<file path="src/rtl/lq_pkg.sv">
package lq_pkg;

    typedef enum logic [2:0] {
        LQ_DOWN    = 3'd0,
        LQ_QUAL100 = 3'd1,
        LQ_UP100   = 3'd2,
        LQ_EXT10   = 3'd3,
        LQ_UP10    = 3'd4
    } lq_state_e;

endpackage

</file>
<file path="src/rtl/lq_qual_timer.sv">
// Counts consecutive enabled cycles; done marks the last one of the interval.
module lq_qual_timer #(
    parameter int QUAL_CYCLES = 6_250_000
) (
    input  logic clk,
    input  logic rst,
    input  logic en,
    output logic done
);
    localparam int QW = $clog2(QUAL_CYCLES + 1);
    localparam logic [QW-1:0] Q_LAST = QW'(QUAL_CYCLES - 1);

    logic [QW-1:0] cnt;

    assign done = en && (cnt == Q_LAST);

    always_ff @(posedge clk) begin
        if (rst || !en) begin
            cnt <= '0;
        end else if (done) begin
            cnt <= '0;
        end else begin
            cnt <= cnt + 1'b1;
        end
    end
endmodule

</file>
<file path="src/rtl/lq_idle_monitor.sv">
// Tracks the current idle run and the window since the last completed run.
module lq_idle_monitor #(
    parameter int WIN_CYCLES = 250_000,
    parameter int IDLE_RUN   = 12
) (
    input  logic clk,
    input  logic rst,
    input  logic active,
    input  logic sym_idle,
    output logic run_done,
    output logic win_expired
);
    localparam int RW = $clog2(IDLE_RUN + 1);
    localparam int WW = $clog2(WIN_CYCLES + 1);
    localparam logic [RW-1:0] RUN_LAST = RW'(IDLE_RUN - 1);
    localparam logic [WW-1:0] WIN_LAST = WW'(WIN_CYCLES - 1);

    logic [RW-1:0] run_cnt;
    logic [WW-1:0] win_cnt;

    assign run_done    = active && sym_idle && (run_cnt == RUN_LAST);
    assign win_expired = active && !run_done && (win_cnt == WIN_LAST);

    always_ff @(posedge clk) begin
        if (rst || !active) begin
            run_cnt <= '0;
        end else if (!sym_idle || run_done) begin
            run_cnt <= '0;
        end else begin
            run_cnt <= run_cnt + 1'b1;
        end
    end

    always_ff @(posedge clk) begin
        if (rst || !active) begin
            win_cnt <= '0;
        end else if (run_done || win_expired) begin
            win_cnt <= '0;
        end else begin
            win_cnt <= win_cnt + 1'b1;
        end
    end
endmodule

</file>
<file path="src/rtl/link_integrity_qual.sv">
module link_integrity_qual #(
    parameter int QUAL_CYCLES = 6_250_000,
    parameter int WIN_CYCLES  = 250_000,
    parameter int IDLE_RUN    = 12
) (
    input  logic clk,
    input  logic rst,
    input  logic speed_sel,
    input  logic descr_locked,
    input  logic sym_idle,
    input  logic lt_cand,
    input  logic tx_en,
    input  logic rx_dv,
    output logic link_up,
    output logic link_speed
);
    import lq_pkg::*;

    lq_state_e state;
    lq_state_e state_nx;

    logic qual_en;
    logic qual_done;
    logic mon_active;
    logic run_done;
    logic win_expired;
    logic lock100;
    logic quiet10;

    assign lock100    = speed_sel && descr_locked;
    assign quiet10    = !tx_en && !rx_dv;
    assign qual_en    = lock100 && ((state == LQ_DOWN) || (state == LQ_QUAL100));
    assign mon_active = (state == LQ_UP100);

    lq_qual_timer #(
        .QUAL_CYCLES(QUAL_CYCLES)
    ) u_qual (
        .clk (clk),
        .rst (rst),
        .en  (qual_en),
        .done(qual_done)
    );

    lq_idle_monitor #(
        .WIN_CYCLES(WIN_CYCLES),
        .IDLE_RUN  (IDLE_RUN)
    ) u_mon (
        .clk        (clk),
        .rst        (rst),
        .active     (mon_active),
        .sym_idle   (sym_idle),
        .run_done   (run_done),
        .win_expired(win_expired)
    );

    // Next-state logic
    always_comb begin
        state_nx = state;
        unique case (state)
            LQ_DOWN: begin
                if (lock100) begin
                    state_nx = qual_done ? LQ_UP100 : LQ_QUAL100;
                end else if (!speed_sel && lt_cand) begin
                    state_nx = LQ_EXT10;
                end
            end
            LQ_QUAL100: begin
                if (!lock100) begin
                    state_nx = LQ_DOWN;
                end else if (qual_done) begin
                    state_nx = LQ_UP100;
                end
            end
            LQ_UP100: begin
                if (!speed_sel || win_expired) begin
                    state_nx = LQ_DOWN;
                end
            end
            LQ_EXT10: begin
                if (speed_sel || !lt_cand) begin
                    state_nx = LQ_DOWN;
                end else if (quiet10) begin
                    state_nx = LQ_UP10;
                end
            end
            LQ_UP10: begin
                if (speed_sel || !lt_cand) begin
                    state_nx = LQ_DOWN;
                end
            end
            default: state_nx = LQ_DOWN;
        endcase
    end

    // State register
    always_ff @(posedge clk) begin
        if (rst) begin
            state <= LQ_DOWN;
        end else begin
            state <= state_nx;
        end
    end

    // Outputs
    always_comb begin
        link_up    = 1'b0;
        link_speed = 1'b0;
        unique case (state)
            LQ_UP100: begin
                link_up    = 1'b1;
                link_speed = 1'b1;
            end
            LQ_UP10: begin
                link_up    = 1'b1;
            end
            default: begin
                link_up    = 1'b0;
                link_speed = 1'b0;
            end
        endcase
    end
endmodule

</file>
<file path="config.mk">
export PLATFORM = sky130hd
export DESIGN_NAME = link_integrity_qual
export DESIGN_NICKNAME = d
export VERILOG_FILES = /design/src/rtl/lq_pkg.sv /design/src/rtl/lq_qual_timer.sv /design/src/rtl/lq_idle_monitor.sv /design/src/rtl/link_integrity_qual.sv
export SDC_FILE = /design/constraint.sdc
export NUM_CORES = 1
export LEC_CHECK = 0
export BUFFER_PORTS_ARGS = -buffer_cell sky130_fd_sc_hd__buf_2
export CORE_MARGIN = 2
export CORE_UTILIZATION = 45
export DETAILED_ROUTE_END_ITERATION = 7
export PLACE_DENSITY = 0.59
export SLEW_MARGIN = 20
export SYNTH_ARGS = -nofsm -noshare
export SYNTH_HDL_FRONTEND = slang
export SYNTH_SLANG_ARGS = --single-unit
</file>
<file path="constraint.sdc">
create_clock -name clk -period 2.8 [get_ports clk]
set_input_delay 0.28 -clock clk [delete_from_list [all_inputs] [get_ports clk]]
set_output_delay 0.28 -clock clk [all_outputs]
set_load 0.01 [all_outputs]
</file>
==> results.cfg <==
[clock_tree]
cts.htree.levels = 2
hold_buffers = 0
clk_path_buf_depth = 2
cts_buffers = 5
cts_root_buffer = clkbuf_8
cts_setup_buffers = 0
ctsResizeCount = 0
clkSlewWorstSetupHoldPaths_ns = 0.09
clock_latency_ns = 0.30
cts_tree = built
cts.sinks = 48

[final_layout]
stdcell_count = 320
area_growth_syn_to_layout_pct = 9.31
drive_above_1_share_pct = 9.77
antenna_cells = 0
fin_nets = 276
fillCellCount = 473
fin_area_sq_um = 2390

[floorplanning]
dieArea_sq_um = 5440
die_w_um = 73.8
coreArea_sq_um = 4690
core.rowCount = 25
fp.dieH_um = 73.8
start_util_pct = 46.7
ios = 10

[sta]
rsz0062_at_grt = false
setup_viol = 0
hold_viol = 0
max_slew_margin_pct = 59.0
drv_slew = 0
fin_skew_ns = 0.0101
period_share_pct = 72.4
min_period_ns = 2.03
tightest_slew_ns = 0.613
final.setup.tns_ns = 0
fmax_ghz = 0.493

[power]
total_power_mw = 1.33
clock_power_share_pct = 36.8
switchingPower_mw = 0.314
power.leakage_nw = 0.773
ir_drop_v = 0.000238
sequentialPowerShare_pct = 54.2
p_int_mw = 1.01
p_comb_share_pct = 9.0
p_sw_share_pct = 23.7
p_per_area_nw_per_um2 = 554

[yosys]
netlist_instances = 253
synth_cell_types = 38
synth_edf_count = 0
async_flop_share_pct = 0
synth_top_area_share_pct = 43.9
ys_dominant_reg_cell = dfxtp_1
yosysTopAreaCell = dfxtp_1
synth_area_leaders = dfxtp_1 44%, nor2_1 9.9%, xnor2_1 8.4%
synth_nets = 264
syn_area_per_cell_sq_um = 8.65
ys_warn_count = 0
syn_area_sq_um = 2190
synth-seq-area-share_pct = 43.9
yosys-top-cells-count = 58 x nor2_1, 48 x dfxtp_1, 25 x nand2_1
yosysMostFrequentCell = nor2_1
ys_seq_elements = 48

[route]
via_per_inst = 5.20
drtAntennaViolNets = 0
route.detailed.drc = 0
totalWireLength_um = 3800
drt_iter0_drc = 69
drt-pass1-iter-count = 4
vias = 1665
avgRoutedWirePerCell_um = 11.9

[grt]
grt_pass1_wl_um = 6760
grt_pass1_vias = 1551
grt_util_all_layers_pct = 15.9
grt_max_degree = 24
grt_overflow = 0
antenna_found_initial = 0

[critical_path]
worst_ep_arrival_time_ns = 2.27
max_stage_delay_ns = 0.51
slowest_stage = or4_1
startpoint = u_qual.cnt[0]$_SDFF_PP0_
crit_chain = ha_1 -> and3_4 -> nand4_1 -> o31a_1 -> or4_1 -> a21oi_1
path_class = register to register
critPathRequiredTime_ns = 3.04
crit_path_end_kind = register
r2r_start = u_qual.cnt[0]$_SDFF_PP0_
crit_fanout = 5
startpoint_type = register

[min_path]
min_path_type = input pin to register
worstHoldStart = rst

[placement]
place_hpwl_um = 2770
dp_cells = 312
place_area_sq_um = 2290
io_buffers = 9
place.gp.congestion = 0.780

[status]
status = finished clean

[job]
maxCapViolCount = 0
-- path summary, 6_finish.rpt --
| path | endpoint | slack [ns] | depth (start not counted) |
|---|---|---|---|
| worst max-delay path | state[1]$_SDFFE_PP0P_ | 0.77 | 6 |
| worst min-delay path | state[1]$_SDFFE_PP0P_ | 0.19 | 2 |
| worst max register to register | state[1]$_SDFFE_PP0P_ | 0.77 | 6 |
| worst min register to register | u_mon.run_cnt[0]$_SDFF_PP0_ | 0.45 | 1 |
-- registers in the layout (all words and copies together) (netlist names) --
signal,count
u_mon.win_cnt,18
u_mon.run_cnt,4
state,3
u_qual.cnt,23
-- through the flow --
stage                     hold slack [ns]  setup slack (ns)  util [%]
after floorplan                     0.349             0.913         -
after global placement              0.439             0.838      48.7
after detailed placement            0.444             0.776      48.7
after CTS                           0.186             0.761      51.0
after global routing                0.184             0.621      51.0
final                               0.189             0.772      51.0
-- power groups by stage --
stage,clock [mW],sequential [mW],combinational (mW)
CTS,0.508,0.720,0.122
global placement,0,0.735,0.121
finish,0.489,0.719,0.119
detailed placement,0,0.736,0.121
global route,0.537,0.722,0.137
floorplan,0,0.730,0.0889
-- worst max-delay path, delay by kind of cell, from the launching register on --
kind                     cells  cell delay, ns
AND/OR/NAND/NOR              3            0.86
AO/OA/AOI/OAI                2            0.46
flip-flops                   1            0.37
adder cells (fa/ha/maj)      1            0.27
-- layout make-up --
class                   count  area [sq um]  area share, %
flip-flops and latches     48           961           40.1
clock buffers               6          72.6           3.03
clock inverters             2          35.0           1.46
repair buffers             10          52.6           2.20
inverters                   1          3.75          0.157
well taps                  54          67.6           2.82
multi-input cells         199          1200           50.2
-- metal layers --
| layer | track usage (%) | part of all wire [%] |
|---|---|---|
| met3 | 4.66 | 3.5 |
| met4 | 5.45 | 1.4 |
| met5 | 0 | 0 |
| met2 | 22.9 | 40 |
| met1 | 22.6 | 55 |
-- cell families (layout without fill, tap and decap cells) --
logic type / count (synthesis) / after routing / synth area share, %
buffers and inverters: 6 / 19 / 1.26
and+or+nand+nor: 142 / 142 / 32.8
adders and majority gates: 3 / 3 / 1.71
AOI/OAI and AO/OA: 13 / 13 / 3.89
xor gates and xnor gates: 40 / 40 / 16.0
muxes: 1 / 1 / 0.457
DFF: 48 / 48 / 43.9
-- layout by cell type, fill, tap and decap left out, types with 2 or more instances in the layout --
cell,instances
a21oi_1,5
or3_1,3
o21ai_0,3
nand2_1,25
nor2_1,58
dfxtp_1,48
ha_1,3
buf_2,9
nor4_1,3
nor4bb_1,3
nor3_1,2
nor3_2,2
nand3_1,12
and3_1,7
xor2_1,19
xnor2_1,21
or4_1,3
nand4_1,12
clkbuf_8,5
No activity file was read; power rests on OpenSTA's default activity.
